<file path="src/rtl/csgen_pkg.sv">
package csgen_pkg;

    localparam int ADDR_W       = 24;
    localparam int CFG_W        = 16;
    localparam int ROLE_W       = 2;
    localparam int MIN_BLK_LOG2 = 11;
    localparam int HI_W         = ADDR_W - MIN_BLK_LOG2;
    localparam int SIZE_W       = CFG_W - HI_W;
    localparam int WAIT_W       = 4;

    localparam logic [WAIT_W-1:0] WAIT_FAST = 4'd14;
    localparam logic [WAIT_W-1:0] WAIT_EXT  = 4'd15;

    typedef enum logic [1:0] {
        ROLE_DOUT = 2'b00,
        ROLE_ALT  = 2'b01,
        ROLE_CS8  = 2'b10,
        ROLE_CS16 = 2'b11
    } role_e;

    typedef enum logic [1:0] {
        SP_CPU   = 2'b00,
        SP_USER  = 2'b01,
        SP_SUPER = 2'b10,
        SP_ANY   = 2'b11
    } space_e;

    typedef struct packed {
        logic [HI_W-1:0]   hi;
        logic [SIZE_W-1:0] size;
    } base_t;

    typedef struct packed {
        logic              pulse;
        logic [1:0]        lanes;
        logic [1:0]        dir;
        logic              on_ds;
        logic [WAIT_W-1:0] wcode;
        space_e            space;
        logic [2:0]        ipl;
        logic              avec;
    } opt_t;

    function automatic logic [4:0] blk_log2(input logic [SIZE_W-1:0] code);
        logic [4:0] r;
        case (code)
            3'd0:    r = 5'd11;
            3'd1:    r = 5'd13;
            3'd2:    r = 5'd14;
            default: r = 5'd13 + {2'b00, code};
        endcase
        return r;
    endfunction

    function automatic logic wait_done(input logic [WAIT_W-1:0] wcode,
                                       input logic [WAIT_W-1:0] cnt);
        logic r;
        if (wcode == WAIT_FAST)     r = 1'b1;
        else if (wcode == WAIT_EXT) r = 1'b0;
        else                        r = (cnt > wcode);
        return r;
    endfunction

endpackage

</file>
<file path="src/rtl/csgen_match.sv">
module csgen_match
    import csgen_pkg::*;
(
    input  base_t              base,
    input  opt_t               opt,
    input  role_e              role,
    input  logic [ADDR_W-1:0]  addr,
    input  logic [1:0]         cyc_space,
    input  logic               rd,
    input  logic               lane_lo,
    input  logic               lane_hi,
    input  logic [2:0]         irq_lvl,
    input  logic               as_i,
    input  logic               ds_i,
    output logic               hit
);
    logic [HI_W-1:0] cmp_mask;
    logic [4:0]      size_log2;
    logic            addr_ok, lane_ok, dir_ok, space_ok, ipl_ok, strobe_ok, role_ok;
    logic            cpu_cycle;

    assign size_log2 = blk_log2(base.size);

    // keep address bits at or above the region size
    always_comb begin
        for (int i = 0; i < HI_W; i++) begin
            cmp_mask[i] = ((i + MIN_BLK_LOG2) >= int'(size_log2));
        end
    end

    assign addr_ok   = (((addr[ADDR_W-1:MIN_BLK_LOG2] ^ base.hi) & cmp_mask) == '0);
    assign lane_ok   = (opt.lanes[0] & lane_lo) | (opt.lanes[1] & lane_hi);
    assign dir_ok    = rd ? opt.dir[0] : opt.dir[1];
    assign cpu_cycle = (cyc_space == 2'd0);

    always_comb begin
        case (opt.space)
            SP_CPU:   space_ok = cpu_cycle;
            SP_USER:  space_ok = (cyc_space == 2'd1);
            SP_SUPER: space_ok = (cyc_space == 2'd2);
            default:  space_ok = (cyc_space == 2'd1) || (cyc_space == 2'd2);
        endcase
    end

    assign ipl_ok    = !cpu_cycle || (opt.ipl == 3'd0) || (opt.ipl == irq_lvl);
    assign strobe_ok = opt.on_ds ? ds_i : as_i;
    assign role_ok   = role[1];

    assign hit = addr_ok & lane_ok & dir_ok & space_ok & ipl_ok & strobe_ok & role_ok;

endmodule

</file>
<file path="src/rtl/csgen_wait.sv">
module csgen_wait
    import csgen_pkg::*;
(
    input  logic              clk,
    input  logic              rst,
    input  logic              hit,
    input  logic              pulse,
    input  logic [WAIT_W-1:0] wcode,
    output logic              sel,
    output logic              first,
    output logic              ack
);
    logic [WAIT_W-1:0] cnt;

    always_ff @(posedge clk) begin
        if (rst) begin
            sel <= 1'b0;
            cnt <= '0;
        end else if (!hit) begin
            sel <= 1'b0;
            cnt <= '0;
        end else begin
            sel <= 1'b1;
            if (!sel)              cnt <= '0;
            else if (cnt != '1)    cnt <= cnt + 1'b1;
        end
    end

    assign first = sel && (cnt == '0);
    assign ack   = sel && wait_done(wcode, cnt);

    AST_FAST_ACK: assert property (@(posedge clk) disable iff (rst)
        (wcode == WAIT_FAST) && $rose(sel) |-> ack);

    AST_COUNTED_WAIT: assert property (@(posedge clk) disable iff (rst)
        (wcode < WAIT_FAST) && $rose(sel) |-> !ack);

    AST_ACK_HOLDS: assert property (@(posedge clk) disable iff (rst)
        ack && hit && $stable(wcode) |=> ack);

    AST_PULSE_ONE: assert property (@(posedge clk) disable iff (rst)
        pulse && sel && $past(sel) |-> !first);

endmodule

</file>
<file path="src/rtl/csgen_top.sv">
module csgen_top
    import csgen_pkg::*;
#(
    parameter int NUM_CS = 4
) (
    input  logic                      clk,
    input  logic                      rst,
    input  logic [ADDR_W-1:0]         addr,
    input  logic [1:0]                cyc_space,
    input  logic                      rd,
    input  logic                      lane_lo,
    input  logic                      lane_hi,
    input  logic [2:0]                irq_lvl,
    input  logic                      as_i,
    input  logic                      ds_i,
    input  logic [NUM_CS*CFG_W-1:0]   cfg_base,
    input  logic [NUM_CS*CFG_W-1:0]   cfg_opt,
    input  logic [NUM_CS*ROLE_W-1:0]  cfg_role,
    output logic [NUM_CS-1:0]         cs_n,
    output logic                      ack8,
    output logic                      ack16,
    output logic                      avec
);
    logic [NUM_CS-1:0] ch_hit, ch_sel, ch_first, ch_ack, ch_w8, ch_w16, ch_av;

    for (genvar k = 0; k < NUM_CS; k++) begin : g_ch
        base_t base_k;
        opt_t  opt_k;
        role_e role_k;

        assign base_k = base_t'(cfg_base[k*CFG_W +: CFG_W]);
        assign opt_k  = opt_t'(cfg_opt[k*CFG_W +: CFG_W]);
        assign role_k = role_e'(cfg_role[k*ROLE_W +: ROLE_W]);

        csgen_match u_match (
            .base      (base_k),
            .opt       (opt_k),
            .role      (role_k),
            .addr      (addr),
            .cyc_space (cyc_space),
            .rd        (rd),
            .lane_lo   (lane_lo),
            .lane_hi   (lane_hi),
            .irq_lvl   (irq_lvl),
            .as_i      (as_i),
            .ds_i      (ds_i),
            .hit       (ch_hit[k])
        );

        csgen_wait u_wait (
            .clk   (clk),
            .rst   (rst),
            .hit   (ch_hit[k]),
            .pulse (opt_k.pulse),
            .wcode (opt_k.wcode),
            .sel   (ch_sel[k]),
            .first (ch_first[k]),
            .ack   (ch_ack[k])
        );

        assign cs_n[k]   = !(opt_k.pulse ? ch_first[k] : ch_sel[k]);
        assign ch_w8[k]  = ch_ack[k] && (role_k == ROLE_CS8);
        assign ch_w16[k] = ch_ack[k] && (role_k == ROLE_CS16);
        assign ch_av[k]  = ch_sel[k] && opt_k.avec && (opt_k.space == SP_CPU);

        AST_ROLE_QUIET: assert property (@(posedge clk) disable iff (rst)
            !role_k[1] && $stable(cfg_role) |=> cs_n[k]);

        AST_LANE_OFF: assert property (@(posedge clk) disable iff (rst)
            (opt_k.lanes == 2'b00) && $stable(cfg_opt) |=> cs_n[k]);

        AST_EXT_SILENT: assert property (@(posedge clk) disable iff (rst)
            (opt_k.wcode == WAIT_EXT) |-> !ch_w8[k] && !ch_w16[k]);
    end

    assign ack8  = |ch_w8;
    assign ack16 = |ch_w16;
    assign avec  = |ch_av;

    AST_NO_STROBE: assert property (@(posedge clk) disable iff (rst)
        !as_i && !ds_i |=> (&cs_n) && !ack8 && !ack16);

    AST_AVEC_CPU: assert property (@(posedge clk) disable iff (rst)
        avec |-> $past(cyc_space) == 2'd0);

endmodule

</file>
<file path="config.mk">
export PLATFORM = sky130hd
export DESIGN_NAME = csgen_top
export DESIGN_NICKNAME = d
export VERILOG_FILES = /design/src/rtl/csgen_pkg.sv /design/src/rtl/csgen_match.sv /design/src/rtl/csgen_wait.sv /design/src/rtl/csgen_top.sv
export SDC_FILE = /design/constraint.sdc
export NUM_CORES = 1
export LEC_CHECK = 0
export CAP_MARGIN = 20
export CORE_MARGIN = 1
export CORE_UTILIZATION = 46
export CTS_CLUSTER_SIZE = 40
export DETAILED_ROUTE_END_ITERATION = 10
export PLACE_DENSITY = 0.83
export SLEW_MARGIN = 15
export SYNTH_ARGS = -nofsm -noshare
export SYNTH_HDL_FRONTEND = slang
export SYNTH_HIERARCHICAL = 1
export SYNTH_SLANG_ARGS = --single-unit
</file>
<file path="constraint.sdc">
create_clock -name clk -period 4.7 [get_ports clk]
set_input_delay 0.47 -clock clk [delete_from_list [all_inputs] [get_ports clk]]
set_output_delay 0.47 -clock clk [all_outputs]
set_load 0.005 [all_outputs]
</file>
==> run_results.csv, run 1 <==
group,metric,value,unit
synth,synth-edff-count,0,
cts,cts_tree,"done",
sta,timing.fmax,294,MHz
detailed_routing,drcViolationCount,0,
cts,cts_root_buffer,"clkbuf_8",
synth,ys.flop_type,"dfxtp_1",
place,hpwl,12000,um
status,status,"finished clean",
job,drv_cap,0,
synth,synth_xor_area_share,13.8,%
synth,synth-compound-area-share,24.9,%
cells_and_area,layout_common_cells,"clkdlybuf4s50_1, ha_1, inv_1",
cells_and_area,register_area,400,um2
sta,hold_violations,0,
synth,synthCells,539,
global_routing,grt_max_degree,15,
power_and_ir_drop,switching_power,0.266,mW
sta,setup_viol,0,
cts,ctsHoldBuffers,0,
cells_and_area,fin_util,69.0,%
place,dp_cells,810,
cells_and_area,fin_cells,813,
sta,rsz0062_at_grt,"no",
worst_setup_path,worstPathCellList,"clkdlybuf4s50_1 -> inv_1 -> ha_1 -> a211o_1 -> a21oi_1 -> o2111a_1 -> o2111ai_1 -> nor4_2 -> nor2b_2 -> nand2_1 -> nor3_1",
global_routing,grt_pass1_wl,22200,um
die,start_util,48.4,%
detailed_routing,first_pass_iters,4,
synth,synth_top_family_by_area,"compound AO/OA/AOI/OAI gates",
worst_setup_path,path_class,"in -> reg",
global_routing,grt_overflow,0,
synth,yosysWarnings,6,
synth,yosys.area_share.simple,22.4,%
global_routing,antenna_found_initial,0,
synth,yosysSeqAreaShare,9.31,%
synth,syn_nets,771,
global_routing,track_usage,28.0,%
sta,max_slew_margin,63.8,%
worst_setup_path,worstSetupEndpointType,"flip-flop",
cells_and_area,syn_to_final_growth,42.5,%
cts,clk_latency,0.25,ns
power_and_ir_drop,internal_power,0.470,mW
die,core,8890,um2
worst_setup_path,cp_max_fo,14,
worst_hold_path,hp-class,"reg -> reg",
worst_setup_path,max_stage_delay,0.80,ns
cells_and_area,layout_commonest_cell,"clkdlybuf4s50_1",
cts,cts_made_buffers,3,
place,io_buffer_count,167,
power_and_ir_drop,clkPwrFrac,15.1,%
power_and_ir_drop,cellLeakagePower,2.46,nW
sta,worstMarginPinSlew,0.541,ns
worst_setup_path,worstSetupStartpointType,"input pin",
detailed_routing,viasPerCell,5.80,
die,die_w,98.7,um
sta,setup_tns,0,ns
sta,period_minus_slack,3.40,ns
synth,netlist_area,4300,um2
worst_setup_path,arrival,3.58,ns
cells_and_area,multi_input_area,3670,um2
cells_and_area,fillCellCount,721,
detailed_routing,postRouteAntennaNets,0,
sta,setup_slack,1.30,ns
cts,cts_buffer_depth,2,
cells_and_area,insertedDiodeCount,0,
die,die_area,9740,um2
global_routing,grt_pass1_vias,4746,
power_and_ir_drop,p_per_area,120,nW/um2
cts,cts.clk_slew.worst_paths,0.07,ns
synth,async_flop_share,0,%
cells_and_area,drive_above_1_share,7.23,%
power_and_ir_drop,peakVddDrop,0.117,mV
sta,fin_skew,0.000734,ns
synth,avgSynthCellArea,7.98,um2
detailed_routing,drtIter0Drc,172,
power_and_ir_drop,power_frac_seq,23.0,%
place,place_ws,1.03,ns
die,die_y,98.7,um
synth,ys_types,45,
cts,clock-sinks,20,
cts,h-tree-depth,1,
worst_setup_path,required,4.88,ns
die,io-pin-count,179,
synth,synthAdderAreaFrac,17.4,%
sta,fin_crit_sh,72.4,%
power_and_ir_drop,power.share.switching,36.2,%
detailed_routing,routed_wl,13900,um
die,rows,34,
sta,drv_slew,0,
cts,post-cts-setup-buffers,0,
worst_setup_path,cpMaxStageDelayCell,"clkdlybuf4s50_1",
detailed_routing,avgRoutedWirePerCell,17.1,um
power_and_ir_drop,power_frac_comb,61.9,%
cts,cts-resized-gates,0,
synth,synth_seq_cells,20,
synth,synthMuxAreaShare,6.75,%
place,gp_congestion,1.00,
cells_and_area,nNetsFinal,939,
detailed_routing,route.vias.total,4717,
[metrics by stage]
step                hold WS (ns)  power, mW  cell area [um2]
detailed placement         0.572      0.624             6090
CTS                        0.584      0.735             6130
finish                     0.584      0.736             6130
floorplan                  0.514      0.400             4300
global placement           0.550      0.612             6090
global route               0.614      0.783             6130
[synth_stat cells (all sizes together) (16+ instances only)]
master,n,area share [%]
a21oi,44,5.5
a31oi,16,2.3
dfxtp,20,9.3
ha,60,17
inv,56,4.9
mux2i,20,4.7
nand2,29,2.5
nand3,16,2.3
nor2,48,4.2
nor3,24,3.3
xnor2,48,9.8
xor2,20,4.1
[routing by layer]
metal / vias to the layer above / global-route usage, % / part of all wire (%)
li1: 2310 / - / -
met1: 2185 / 33.3 / 40
met2: 186 / 50.2 / 49
met3: 36 / 5.74 / 7.6
met4: 0 / 9.30 / 3.0
met5: - / 0 / 0
[sequential cells by signal, summed over array words and instances, names as in the netlist]
signal	cells
g_ch.u_wait/cnt	16
g_ch.u_wait/sel	4
[cells by family (layout without fill, tap and decap cells)]
| kind of cell | Yosys count | in the layout |
|---|---|---|
| simple gates | 166 | 166 |
| compound gates | 141 | 141 |
| xor+xnor | 68 | 68 |
| fa+ha+maj | 60 | 60 |
| buf+inv | 60 | 226 |
| mux | 24 | 24 |
| flops | 20 | 20 |
[area by class of cell]
| type | instances | share of cell area (%) |
|---|---|---|
| Sequential cell | 20 | 6.53 |
| Timing Repair Buffer | 167 | 27.3 |
| Clock buffer | 3 | 0.673 |
| Inverter | 56 | 3.43 |
| Tap cell | 108 | 2.20 |
| Multi-Input combinational cell | 459 | 59.9 |
[power by group through the flow]
stage | sequential [mW] | combinational (mW) | clock [mW]
final | 0.169 | 0.456 | 0.111
after global routing | 0.169 | 0.492 | 0.121
after CTS | 0.169 | 0.453 | 0.113
after detailed placement | 0.173 | 0.451 | 0
after global placement | 0.173 | 0.438 | 0
after floorplan | 0.173 | 0.227 | 0
[final timing paths]
kind | depth (start not counted) | endpoint | from | slack [ns]
worst max register to register | 4 | g_ch[1].u_wait/cnt[1]$_SDFFE_PP0P_ | g_ch[1].u_wait/cnt[1]$_SDFFE_PP0P_ | 3.50
worst max-delay path | 11 | g_ch[3].u_wait/cnt[2]$_SDFFE_PP0P_ | cfg_base[50] | 1.30
worst min-delay path | 2 | g_ch[1].u_wait/cnt[2]$_SDFFE_PP0P_ | g_ch[1].u_wait/cnt[3]$_SDFFE_PP0P_ | 0.58
worst min register to register | 2 | g_ch[1].u_wait/cnt[2]$_SDFFE_PP0P_ | g_ch[1].u_wait/cnt[3]$_SDFFE_PP0P_ | 0.58
[critical path: cells and delay by family]
| family | cells | cell delay (ns) |
|---|---|---|
| buffers and inverters | 2 | 0.92 |
| adder cells (fa/ha/maj) | 1 | 0.36 |
| AND/OR/NAND/NOR | 4 | 0.97 |
| AO/OA/AOI/OAI | 4 | 0.87 |
Power figures use the tool's default switching activity.
==> run 2, diff against run 1 <==
--- a/config.mk
+++ b/config.mk
@@ -7,10 +7,10 @@
 export LEC_CHECK = 0
 export CAP_MARGIN = 20
 export CORE_MARGIN = 1
-export CORE_UTILIZATION = 46
+export CORE_UTILIZATION = 45
 export CTS_CLUSTER_SIZE = 40
 export DETAILED_ROUTE_END_ITERATION = 10
-export PLACE_DENSITY = 0.83
+export PLACE_DENSITY = 0.82
 export SLEW_MARGIN = 15
 export SYNTH_ARGS = -nofsm -noshare
 export SYNTH_HDL_FRONTEND = slang
==> constraint.sdc (replaced) <==
create_clock -name clk -period 3.2 [get_ports clk]
set_input_delay 0.32 -clock clk [delete_from_list [all_inputs] [get_ports clk]]
set_output_delay 0.32 -clock clk [all_outputs]
set_load 0.005 [all_outputs]
==> run_results.csv, run 2 (synthesis results as in run 1) <==
group,metric,value,unit
sta,fin_crit_sh,92.6,%
worst_hold_path,hp-class,"reg -> reg",
cells_and_area,register_area,400,um2
worst_setup_path,ff2ff_setup_slack,2.03,ns
detailed_routing,viasPerCell,5.61,
cts,clk_latency,0.25,ns
worst_setup_path,worst-path-buf-inv,2,
cts,cts_made_buffers,3,
sta,drv_slew,0,
sta,rsz0062_at_grt,"no",
cells_and_area,layout_common_cells,"clkdlybuf4s50_1, ha_1, inv_1",
sta,worstMarginPinSlew,0.437,ns
sta,period_minus_slack,2.96,ns
detailed_routing,postRouteAntennaNets,0,
worst_setup_path,worstPathCellList,"clkdlybuf4s50_1 -> ha_1 -> inv_1 -> ha_1 -> a211o_1 -> a21oi_1 -> nand2b_1 -> a211oi_1 -> a21oi_1 -> nor4_2 -> nor2b_2 -> nand2_1 -> nor3_1",
place,hpwl,12300,um
worst_setup_path,critPathTopFamily,"compound AO/OA/AOI/OAI gates",
detailed_routing,drtIter0Drc,204,
detailed_routing,drcViolationCount,0,
global_routing,grt_pass1_vias,4860,
cts,post-cts-setup-buffers,0,
cells_and_area,drive_above_1_share,10.1,%
cts,cts_root_buffer,"clkbuf_8",
sta,hold_violations,0,
sta,fin_skew,0.00146,ns
die,io-pin-count,179,
cells_and_area,multi_input_area,3680,um2
worst_setup_path,cpMaxStageDelayCell,"clkdlybuf4s50_1",
cells_and_area,insertedDiodeCount,0,
power_and_ir_drop,p_total,1.11,mW
cells_and_area,nNetsFinal,960,
place,gp_congestion,1.02,
cells_and_area,syn_to_final_growth,46.8,%
die,die_w,99.8,um
power_and_ir_drop,peakVddDrop,0.152,mV
cts,clock-sinks,20,
cts,cts_tree,"done",
power_and_ir_drop,cellLeakagePower,2.56,nW
detailed_routing,routed_wl,14500,um
cts,cts_buffer_depth,2,
job,drv_cap,0,
cts,cts.clk_slew.worst_paths,0.07,ns
die,core,9240,um2
detailed_routing,route.vias.total,4799,
global_routing,grt_pass1_wl,22800,um
power_and_ir_drop,p_per_area,176,nW/um2
place,place_ws,-0.0605,ns
global_routing,track_usage,28.4,%
worst_setup_path,path_class,"in -> reg",
sta,timing.fmax,337,MHz
cells_and_area,layout_commonest_cell,"clkdlybuf4s50_1",
cells_and_area,regMostFlops,"g_ch.u_wait/cnt",
worst_setup_path,required,3.38,ns
sta,setup_viol,0,
sta,setup_slack,0.235,ns
cells_and_area,largest_reg_flops,16,
detailed_routing,first_pass_iters,5,
cells_and_area,fillCellCount,800,
detailed_routing,avgRoutedWirePerCell,17.0,um
worst_setup_path,cp_max_fo,4,
cells_and_area,reg_top3,"g_ch.u_wait/cnt: 16 flops, g_ch.u_wait/sel: 4 flops",
status,status,"finished clean",
global_routing,antenna_found_initial,0,
die,die_area,9960,um2
sta,max_slew_margin,70.8,%
worst_setup_path,worstSetupEndpointType,"flip-flop",
global_routing,grt_max_degree,14,
cts,h-tree-depth,1,
worst_setup_path,max_stage_delay,0.51,ns
place,io_buffer_count,167,
die,die_y,99.8,um
die,start_util,46.6,%
global_routing,grt_overflow,0,
worst_setup_path,worstSetupStartpointType,"input pin",
die,rows,35,
worst_setup_path,arrival,3.14,ns
[run 2: cell count changes in the layout (fill, tap and decap cells not counted), sizes merged]
cell / before / now
buf: 0 / 21
[run 2: area by class of cell]
cell class	instances	area share [%]
clock buffers	3	0.653
inverters	56	3.33
multi-input cells	459	58.2
flip-flops and latches	20	6.34
well taps	129	2.55
repair buffers	188	29.0
[run 2: path summary, 6_finish.rpt]
check                                     startpoint                            endpoint  depth (start not counted)
setup / recovery                        cfg_base[32]  g_ch[2].u_wait/cnt[2]$_SDFFE_PP0P_                         13
hold / removal    g_ch[3].u_wait/cnt[3]$_SDFFE_PP0P_  g_ch[3].u_wait/cnt[2]$_SDFFE_PP0P_                          2
setup reg to reg  g_ch[3].u_wait/cnt[1]$_SDFFE_PP0P_  g_ch[3].u_wait/cnt[1]$_SDFFE_PP0P_                          4
hold reg to reg   g_ch[3].u_wait/cnt[3]$_SDFFE_PP0P_  g_ch[3].u_wait/cnt[2]$_SDFFE_PP0P_                          2
[run 2: power by group]
group | switching (mW) | internal (mW)
registers | 0.0000284 | 0.249
logic | 0.323 | 0.375
clock network | 0.0833 | 0.0839
[run 2: worst reg2reg max path, delay by kind of cell (launching register included)]
family	cells	cell delay (ns)
mux	1	0.18
simple gates	2	0.18
flops	1	0.43
fa+ha+maj	1	0.28
[run 2: per-layer routing]
metal / GRT usage (%) / wire [um] / share of wire [%]
met1: 33.5 / 5950 / 41
met2: 52.7 / 7300 / 50
met3: 2.44 / 698 / 4.8
met4: 11.9 / 554 / 3.8
met5: 0 / 0 / 0
[run 2: per-stage QoR]
stage / utilization [%] / hold slack (ns) / instances / instance area (um2) / TNS (ns)
finish: 68.4 / 0.586 / 855 / 6320 / 0
global route: 68.4 / 0.625 / 855 / 6320 / 0
CTS: 68.3 / 0.588 / 855 / 6310 / 0
detailed placement: 67.9 / 0.576 / 852 / 6270 / -0.122
global placement: 67.9 / 0.557 / 852 / 6270 / 0
floorplan: - / 0.392 / 539 / 4300 / 0
[run 2: timing repair]
| action | CTS | global route |
|---|---|---|
| gates resized for setup | 0 | 1 |
| hold endpoints to repair | 0 | 0 |
| hold buffers | 0 | 0 |
| endpoints found under the setup margin | 0 | 1 |
